File: src/rtl/arb_pkg.sv
package arb_pkg;
  parameter int unsigned LVL_W = 3;
  typedef logic [LVL_W-1:0] lvl_t;
endpackage

File: src/rtl/arb_lvl_max.sv
module arb_lvl_max
  import arb_pkg::*;
#(
  parameter int unsigned NUM_PORTS = 8
) (
  input  logic [NUM_PORTS*LVL_W-1:0] lvl_i,
  output lvl_t                       max_o
);
  always_comb begin
    max_o = '0;
    for (int m = 0; m < NUM_PORTS; m++) begin
      if (lvl_i[m*LVL_W +: LVL_W] > max_o) max_o = lvl_i[m*LVL_W +: LVL_W];
    end
  end
endmodule

File: src/rtl/arb_rr_level.sv
module arb_rr_level #(
  parameter int unsigned NUM_PORTS = 8
) (
  input  logic                 clk_i,
  input  logic                 rst_ni,
  input  logic [NUM_PORTS-1:0] req_i,
  input  logic                 adv_i,
  output logic [NUM_PORTS-1:0] gnt_o
);
  localparam int unsigned IW = (NUM_PORTS > 1) ? $clog2(NUM_PORTS) : 1;

  logic [IW-1:0] ptr_q;
  logic [IW-1:0] pick_idx;

  // first requester at or after ptr_q, wrapping
  always_comb begin
    logic found;
    found    = 1'b0;
    gnt_o    = '0;
    pick_idx = '0;
    for (int i = 0; i < NUM_PORTS; i++) begin
      int j;
      j = (int'(ptr_q) + i) % NUM_PORTS;
      if (!found && req_i[j]) begin
        found    = 1'b1;
        gnt_o[j] = 1'b1;
        pick_idx = IW'(j);
      end
    end
  end

  always_ff @(posedge clk_i or negedge rst_ni) begin
    if (!rst_ni)    ptr_q <= '0;
    else if (adv_i) ptr_q <= (pick_idx == IW'(NUM_PORTS - 1)) ? '0 : pick_idx + IW'(1);
  end

  a_r5_ptr_idle: assert property (@(posedge clk_i) disable iff (!rst_ni)
    !adv_i |=> $stable(ptr_q));

endmodule

File: src/rtl/prio_rr_arbiter.sv
module prio_rr_arbiter
  import arb_pkg::*;
#(
  parameter int unsigned NUM_PORTS = 8
) (
  input  logic                       clk_i,
  input  logic                       rst_ni,
  input  logic [NUM_PORTS*LVL_W-1:0] req_lvl_i,
  input  logic [NUM_PORTS-1:0]       hold_i,
  input  logic                       en_i,
  input  logic                       stop_i,
  output logic [NUM_PORTS-1:0]       gnt_o,
  output logic                       stop_o,
  output lvl_t                       top_lvl_o
);
  localparam int unsigned NUM_LVL = (1 << LVL_W) - 1;

  logic [NUM_PORTS-1:0] lvl_req [1:NUM_LVL];
  logic [NUM_PORTS-1:0] lvl_gnt [1:NUM_LVL];
  logic [NUM_LVL:1]     lvl_adv;
  logic [NUM_PORTS-1:0] gnt_q, gnt_d, pick_gnt, top_mask;
  lvl_t                 top_lvl;
  logic                 lock, arb_go;

  arb_lvl_max #(.NUM_PORTS(NUM_PORTS)) u_max (
    .lvl_i (req_lvl_i),
    .max_o (top_lvl)
  );

  assign lock   = |(gnt_q & hold_i);
  assign arb_go = !lock && en_i && !stop_i;

  for (genvar l = 1; l <= NUM_LVL; l++) begin : g_lvl
    for (genvar m = 0; m < NUM_PORTS; m++) begin : g_port
      assign lvl_req[l][m] = (req_lvl_i[m*LVL_W +: LVL_W] == LVL_W'(l));
    end
    assign lvl_adv[l] = arb_go && (top_lvl == LVL_W'(l));

    arb_rr_level #(.NUM_PORTS(NUM_PORTS)) u_rr (
      .clk_i  (clk_i),
      .rst_ni (rst_ni),
      .req_i  (lvl_req[l]),
      .adv_i  (lvl_adv[l]),
      .gnt_o  (lvl_gnt[l])
    );
  end

  always_comb begin
    pick_gnt = '0;
    top_mask = '0;
    for (int l = 1; l <= NUM_LVL; l++) begin
      if (top_lvl == LVL_W'(l)) begin
        pick_gnt = lvl_gnt[l];
        top_mask = lvl_req[l];
      end
    end
  end

  always_comb begin
    if (lock)        gnt_d = gnt_q;
    else if (arb_go) gnt_d = pick_gnt;
    else             gnt_d = '0;
  end

  always_ff @(posedge clk_i or negedge rst_ni) begin
    if (!rst_ni) gnt_q <= '0;
    else         gnt_q <= gnt_d;
  end

  assign gnt_o     = gnt_q;
  assign stop_o    = stop_i;
  assign top_lvl_o = top_lvl;

  a_r3_onehot: assert property (@(posedge clk_i) disable iff (!rst_ni)
    $onehot0(gnt_q));

  a_r3_top_wins: assert property (@(posedge clk_i) disable iff (!rst_ni)
    (arb_go && top_lvl != '0) |=> |(gnt_q & $past(top_mask)));

  a_r6_hold_keeps: assert property (@(posedge clk_i) disable iff (!rst_ni)
    lock |=> gnt_q == $past(gnt_q));

  a_r8_stop_clears: assert property (@(posedge clk_i) disable iff (!rst_ni)
    (!lock && stop_i) |=> gnt_q == '0);

  a_r9_en_clears: assert property (@(posedge clk_i) disable iff (!rst_ni)
    (!lock && !en_i) |=> gnt_q == '0);

endmodule

File: config.mk
export PLATFORM = sky130hd
export DESIGN_NAME = prio_rr_arbiter
export DESIGN_NICKNAME = d
export VERILOG_FILES = /design/src/rtl/arb_pkg.sv /design/src/rtl/arb_lvl_max.sv /design/src/rtl/arb_rr_level.sv /design/src/rtl/prio_rr_arbiter.sv
export SDC_FILE = /design/constraint.sdc
export NUM_CORES = 1
export LEC_CHECK = 0
export ABC_AREA = 1
export BUFFER_PORTS_ARGS = -buffer_cell sky130_fd_sc_hd__buf_2
export CORE_UTILIZATION = 46
export DETAILED_ROUTE_END_ITERATION = 8
export GPL_TIMING_DRIVEN = 1
export RECOVER_POWER = 25
export SYNTH_ARGS = -nofsm -noshare
export SYNTH_HDL_FRONTEND = slang
export SYNTH_SLANG_ARGS = --single-unit
File: constraint.sdc
create_clock -name clk_i -period 10.1 [get_ports clk_i]
set_input_delay 1.01 -clock clk_i [delete_from_list [all_inputs] [get_ports clk_i]]
set_output_delay 1.01 -clock clk_i [all_outputs]
set_load 0.02 [all_outputs]
==> impl_metrics.py, run 1 <==
metrics = {
    "status": {
        "outcome": "finished, violations left",
        "violations": "capacitance limit, slew limit",
    },
    "routing": {
        "drtPass1Iterations": 6,
        "detail-route-antenna-nets": 0,
        "drt_iter0_drc": 1899,
        "vias": 15900,
        "routed_wl_um": 46480,
        "drt-vias-per-instance": 5.911,
        "drc": 0,
        "routedWlPerCell_um": 17.28,
    },
    "clocking": {
        "clkSinkCount": 29,
        "cts_tree": "yes",
        "ctsRootBufferMaster": "clkbuf_16",
        "ctsHoldBuffers": 0,
        "clk_path_buf_depth": 2,
        "clk-insertion-delay-late_ns": 0.30,
        "clk_pin_slew_ns": 0.06,
        "cts_buffers": 5,
        "htreeDepth": 2,
    },
    "worst_setup_path": {
        "crit_start": "req_lvl_i[2]",
        "cpPeakStageDelay_ns": 0.33,
        "crit_end": "top_lvl_o[1]",
        "cp_num_cells": 53,
        "crit_fanout": 7,
        "cp_common_cell": "nand2_1",
        "r2r_cells": 19,
        "crit_family": "simple AND/OR/NAND/NOR gates",
        "startpoint_type": "input port",
        "worst_ep_required_time_ns": 9.09,
        "critPathArrivalTime_ns": 8.40,
        "rr_endpoint": "g_lvl[3].u_rr.ptr_q[2]",
        "crit_type": "input port to primary output",
        "crit_buf_inv": 12,
        "cp_slowest_cell": "ha_1",
        "r2r_start": "g_lvl[3].u_rr.ptr_q[0]",
        "cp-end-kind": "primary output",
        "r2r_slack_ns": 4.90,
    },
    "sta": {
        "finalCritPeriodShare": 0.9316,
        "min_period_ns": 9.409,
        "slew_violations": 30,
        "max_freq_ghz": 0.1063,
        "skew_ns": 0.005743,
        "relSlewSlack": -0.4530,
        "tightest_slew_ns": 2.179,
        "rsz0062_at_grt": "no",
        "setup_viol": 0,
        "setup_tns_ns": 0,
        "finalHoldViolCount": 0,
    },
    "die": {
        "coreArea_um2": 26060,
        "num_rows": 59,
        "ios": 48,
        "initial_core_util": 0.4681,
        "die_y_um": 164.9,
        "die_x_um": 164.9,
        "fp.dieArea_um2": 27180,
    },
    "synth": {
        "netlist_area_um2": 12200,
        "synthTopCellsByArea": "nand2_1 21%, nand3_1 17%, nor2_1 9.9%, ha_1 7.8%, dfrtp_1 5.9%",
        "ys_seq_area_frac": 0.05949,
        "synth_top_area_frac": 0.2135,
        "yosysWarnings": 0,
        "synth_cell_types": 57,
        "ys_seq_elements": 29,
        "synthArstFlopShare": 1.000,
        "netlist_instances": 2369,
        "synth_edf_count": 0,
        "synth-main-ff-cell": "dfrtp_1",
        "syn_avg_cell_area_um2": 5.150,
        "synth_area_leader_cell": "nand2_1",
        "synth_nets": 2481,
    },
    "grt": {
        "grt_overflow": 0,
        "grt_pass1_vias": 13860,
        "grt_use_total": 0.3388,
        "grt_pass1_wl_um": 73320,
        "grt_start_max_net_pins": 34,
        "antenna_found_initial": 0,
    },
    "placed_design": {
        "port_buffers": 47,
        "place_hpwl_um": 36400,
        "placed_area_um2": 12450,
        "gp_routability_congestion": 1.019,
    },
    "job": {
        "cap_violations": 1,
    },
    "layout": {
        "layout-drive-gt1-share": 0.09566,
        "fin_nets": 2463,
        "final_area_um2": 12610,
        "syn_to_final_growth_pct": 3.385,
    },
    "hold_path": {
        "min_path_type": "flip-flop to flip-flop",
    },
}
## cells by family (layout without fill, tap and decap cells)
logic type                 after synthesis  after routing  synth area share
buffers and inverters                  344            327            0.1190
muxes                                    6              6          0.004923
and+or+nand+nor                       1664           1664            0.6152
adders and majority gates               76             76           0.07795
DFF                                     29             29           0.05949
AOI/OAI and AO/OA                      250            250            0.1235
other                                    0              3                 0
## metrics by stage
| step | util | hold WS (ns) | setup slack, ns | cells |
|---|---|---|---|---|
| 2_1_floorplan | - | 0.6095 | 1.916 | 2369 |
| 3_3_place_gp | 0.4779 | 0.5387 | 0.9005 | 2679 |
| 3_5_place_dp | 0.4779 | 0.5436 | 0.6670 | 2679 |
| 4_1_cts | 0.4834 | 0.5634 | 0.7415 | 2687 |
| 5_1_grt | 0.4837 | 0.5891 | 0.06500 | 2687 |
| 6_report | 0.4840 | 0.5675 | 0.6910 | 2690 |
## synthesized netlist by cell type, types with 3 or more instances
cell	count
buf_2	24
a21oi_1	56
dfrtp_1	29
nand4_1	50
nand3_1	403
nand4_2	4
nand2_4	7
a31oi_1	12
nor2_4	5
a211oi_1	3
nand3_2	11
nor2_8	4
and2_1	7
inv_1	187
buf_6	5
clkbuf_1	20
nor3_1	86
nor2_1	322
o31ai_1	7
mux2i_1	6
o22ai_1	16
o211ai_1	14
nand2_2	28
clkinv_1	14
nand3b_1	4
a221oi_1	5
o21a_1	3
nor3_2	7
o21ai_1	35
a22oi_1	15
buf_4	19
or2_2	5
nor3_4	3
buf_1	9
ha_1	76
nand2_1	694
inv_2	61
o21ai_2	8
nor2_2	10
or2_1	11
o21ai_0	62
## area by class of cell
class / instances / area, um^2
fill: 2932 / 13450
clock inverter: 3 / 17.52
timing repair buffer: 54 / 286.5
antenna: 3 / 7.507
clock buffer: 5 / 125.1
inverter: 265 / 999.7
sequential: 29 / 725.7
tap: 335 / 419.2
multi-input combinational: 1996 / 10030
## layer usage
metal,track usage,routed length (um)
met1,0.4429,19540
met2,0.5657,21300
met3,0.04294,3987
met4,0.1230,1658
met5,0,0
## sequential cells by signal, indices dropped and copies added, names as in the netlist
name / flops
g_lvl.u_rr.ptr_q: 21
gnt_o: 8
## cell usage in the layout (no fill, tap or decap), drive strengths merged, types with 4 or more instances in the layout
cell type	synthesis	layout
mux2i	6	6
nand3	414	414
dfrtp	29	29
nor3	96	96
a221oi	5	5
nand4	54	54
a31oi	12	12
clkbuf	20	6
ha	76	76
or2	16	16
inv	249	249
nand3b	4	4
a21oi	57	57
and2	7	7
o31ai	7	7
a211oi	4	4
nand2	729	729
clkinv	16	18
nor2	341	341
buf	58	53
o22ai	16	16
a22oi	15	15
o211ai	14	14
o21ai	106	106
## worst reg2reg max path, stage by stage (launching register included)
cell,delay [ns]
dfrtp_1,0.98
inv_2,0.41
ha_1,0.76
inv_1,0.35
nand3_1,0.20
nand3_1,0.08
nand2_1,0.23
nand2_2,0.10
nor2_2,0.36
nand2_2,0.12
nor2_2,0.31
inv_1,0.17
a22oi_1,0.22
o22ai_1,0.10
nand2_1,0.06
o21ai_0,0.07
o21ai_0,0.13
ha_1,0.28
nor2_1,0.10
a21oi_1,0.05
## repair_timing
action / CTS / global route
gates resized for setup: 0 / 2
setup buffers: 0 / 0
endpoints found under the setup margin: 0 / 3
## worst min path at each step
stage / from / endpoint / depth (start not counted)
3_5_place_dp: gnt_o[1] / gnt_o[1] / 2
5_1_grt: gnt_o[1] / gnt_o[1] / 2
6_report: gnt_o[7] / gnt_o[7] / 2
4_1_cts: gnt_o[1] / gnt_o[1] / 2
3_3_place_gp: gnt_o[1] / gnt_o[1] / 2
2_1_floorplan: gnt_o[4] / gnt_o[4] / 2
Power of run 1 is left out: the tool's default activity adds up to more than one toggle a clock period on the data nets, which glitch-free logic cannot reach.
==> inputs of run 2 (changes only) <==
--- a/config.mk
+++ b/config.mk
@@ -10,7 +10,6 @@
 export CORE_UTILIZATION = 46
 export DETAILED_ROUTE_END_ITERATION = 8
 export GPL_TIMING_DRIVEN = 1
-export RECOVER_POWER = 25
 export SYNTH_ARGS = -nofsm -noshare
 export SYNTH_HDL_FRONTEND = slang
 export SYNTH_SLANG_ARGS = --single-unit
==> run 2 against run 1 <==
Against the previous run: the flow now finishes without violations; sequential cell count unchanged; global-route usage stayed put; setup slack gained 0.0022 ns; maximum frequency barely moved; critical path type unchanged; largest cell class unchanged.
==> impl_metrics.py, run 2 (synthesis gave the netlist of run 1 again) <==
metrics = {
    "worst_setup_path": {
        "cp-end-kind": "primary output",
        "cp_slowest_cell": "ha_1",
        "cpPeakStageDelay_ns": 0.33,
        "r2r_cells": 19,
        "crit_fanout": 7,
        "cp_common_cell": "nand2_1",
        "critPathArrivalTime_ns": 8.40,
        "worst_ep_required_time_ns": 9.09,
        "startpoint_type": "input port",
        "crit_type": "input port to primary output",
    },
    "layout": {
        "final_common_cell": "nand2_1",
        "layout-drive-gt1-share": 0.09609,
        "fin_nets": 2463,
        "final_cell_mix": "693 x nand2_1, 403 x nand3_1, 322 x nor2_1",
        "multi_input_area_um2": 10030,
        "utilization": 0.4840,
        "top_register": "g_lvl.u_rr.ptr_q",
        "syn_to_final_growth_pct": 3.394,
        "fillers": 2933,
        "register_area_um2": 725.7,
        "largest_reg_flops": 21,
    },
    "routing": {
        "routed_wl_um": 46540,
        "routedWlPerCell_um": 17.30,
        "drtPass1Iterations": 6,
        "vias": 15900,
        "drt-vias-per-instance": 5.912,
        "drt_iter0_drc": 1893,
        "detail-route-antenna-nets": 0,
        "drc": 0,
    },
    "placed_design": {
        "place_ws_ns": 0.6670,
        "place_hpwl_um": 36400,
        "gp_routability_congestion": 1.019,
        "port_buffers": 47,
    },
    "die": {
        "coreArea_um2": 26060,
        "initial_core_util": 0.4681,
        "ios": 48,
        "die_y_um": 164.9,
        "die_x_um": 164.9,
        "fp.dieArea_um2": 27180,
        "num_rows": 59,
    },
    "sta": {
        "max_freq_ghz": 0.1063,
        "finalHoldViolCount": 0,
        "relSlewSlack": 0.3500,
        "slew_violations": 0,
        "skew_ns": 0.005676,
        "finalCritPeriodShare": 0.9314,
        "hold_slack_ns": 0.5675,
        "setup_viol": 0,
        "rsz0062_at_grt": "no",
        "setup_tns_ns": 0,
        "tightest_slew_ns": 0.9750,
        "worst_slack_ns": 0.6932,
        "min_period_ns": 9.407,
    },
    "clocking": {
        "clk-insertion-delay-late_ns": 0.30,
        "ctsRootBufferMaster": "clkbuf_16",
        "cts_setup_buffers": 0,
        "clkSinkCount": 29,
        "htreeDepth": 2,
        "clk_pin_slew_ns": 0.06,
        "clk_path_buf_depth": 2,
        "cts_buffers": 5,
        "cts_tree": "yes",
    },
    "grt": {
        "grt_overflow": 0,
        "grt_start_max_net_pins": 34,
        "grt_pass1_vias": 13860,
        "grt_pass1_wl_um": 73320,
        "grt_use_total": 0.3388,
        "antenna_found_initial": 0,
    },
    "job": {
        "cap_violations": 0,
    },
    "hold_path": {
        "hold_path_depth": 2,
        "min_path_type": "flip-flop to flip-flop",
    },
    "status": {
        "outcome": "completed",
    },
}
run 2: cell type report:
cell class	instances	share of cell area
tap	335	0.03323
clock buffer	5	0.009920
antenna	3	0.0005952
timing repair buffer	54	0.02282
sequential	29	0.05753
inverter	265	0.07926
multi-input combinational	1996	0.7953
clock inverter	3	0.001389
run 2: worst paths after layout:
kind | startpoint | endpoint | slack, ns
setup / recovery | req_lvl_i[2] | top_lvl_o[1] | 0.69
hold / removal | gnt_o[7] | gnt_o[7] | 0.57
setup reg to reg | g_lvl[3].u_rr.ptr_q[0] | g_lvl[3].u_rr.ptr_q[2] | 4.88
hold reg to reg | gnt_o[7] | gnt_o[7] | 0.57
max in group asynchronous | rst_ni | g_lvl[6].u_rr.ptr_q[2] | 8.68
min in group asynchronous | rst_ni | g_lvl[3].u_rr.ptr_q[0] | 0.82
run 2: what timing repair did:
action                                  in CTS  in global routing
endpoints found under the setup margin       0                  3
hold buffers                                 0                  0
resized for setup                            0                  2
run 2: stage by stage:
step | area [um^2] | instances
final | 12610 | 2690
after global routing | 12610 | 2687
after CTS | 12600 | 2687
after detailed placement | 12450 | 2679
after global placement | 12450 | 2679
after floorplan | 12200 | 2369
run 2: per-layer routing:
layer	share of wire	GRT usage	vias up
met3	0.086	0.04294	109
met2	0.46	0.5657	820
met1	0.42	0.4429	7141
li1	-	-	7834
met4	0.035	0.1230	0
met5	0	0	-
run 2: critical path: cells and delay by family:
kind / cells / cell delay [ns]
buffers and inverters: 12 / 1.18
AO/OA/AOI/OAI: 10 / 1.63
adder cells (fa/ha/maj): 7 / 2.10
AND/OR/NAND/NOR: 24 / 2.47
Power of run 2 is left out for the same reason.
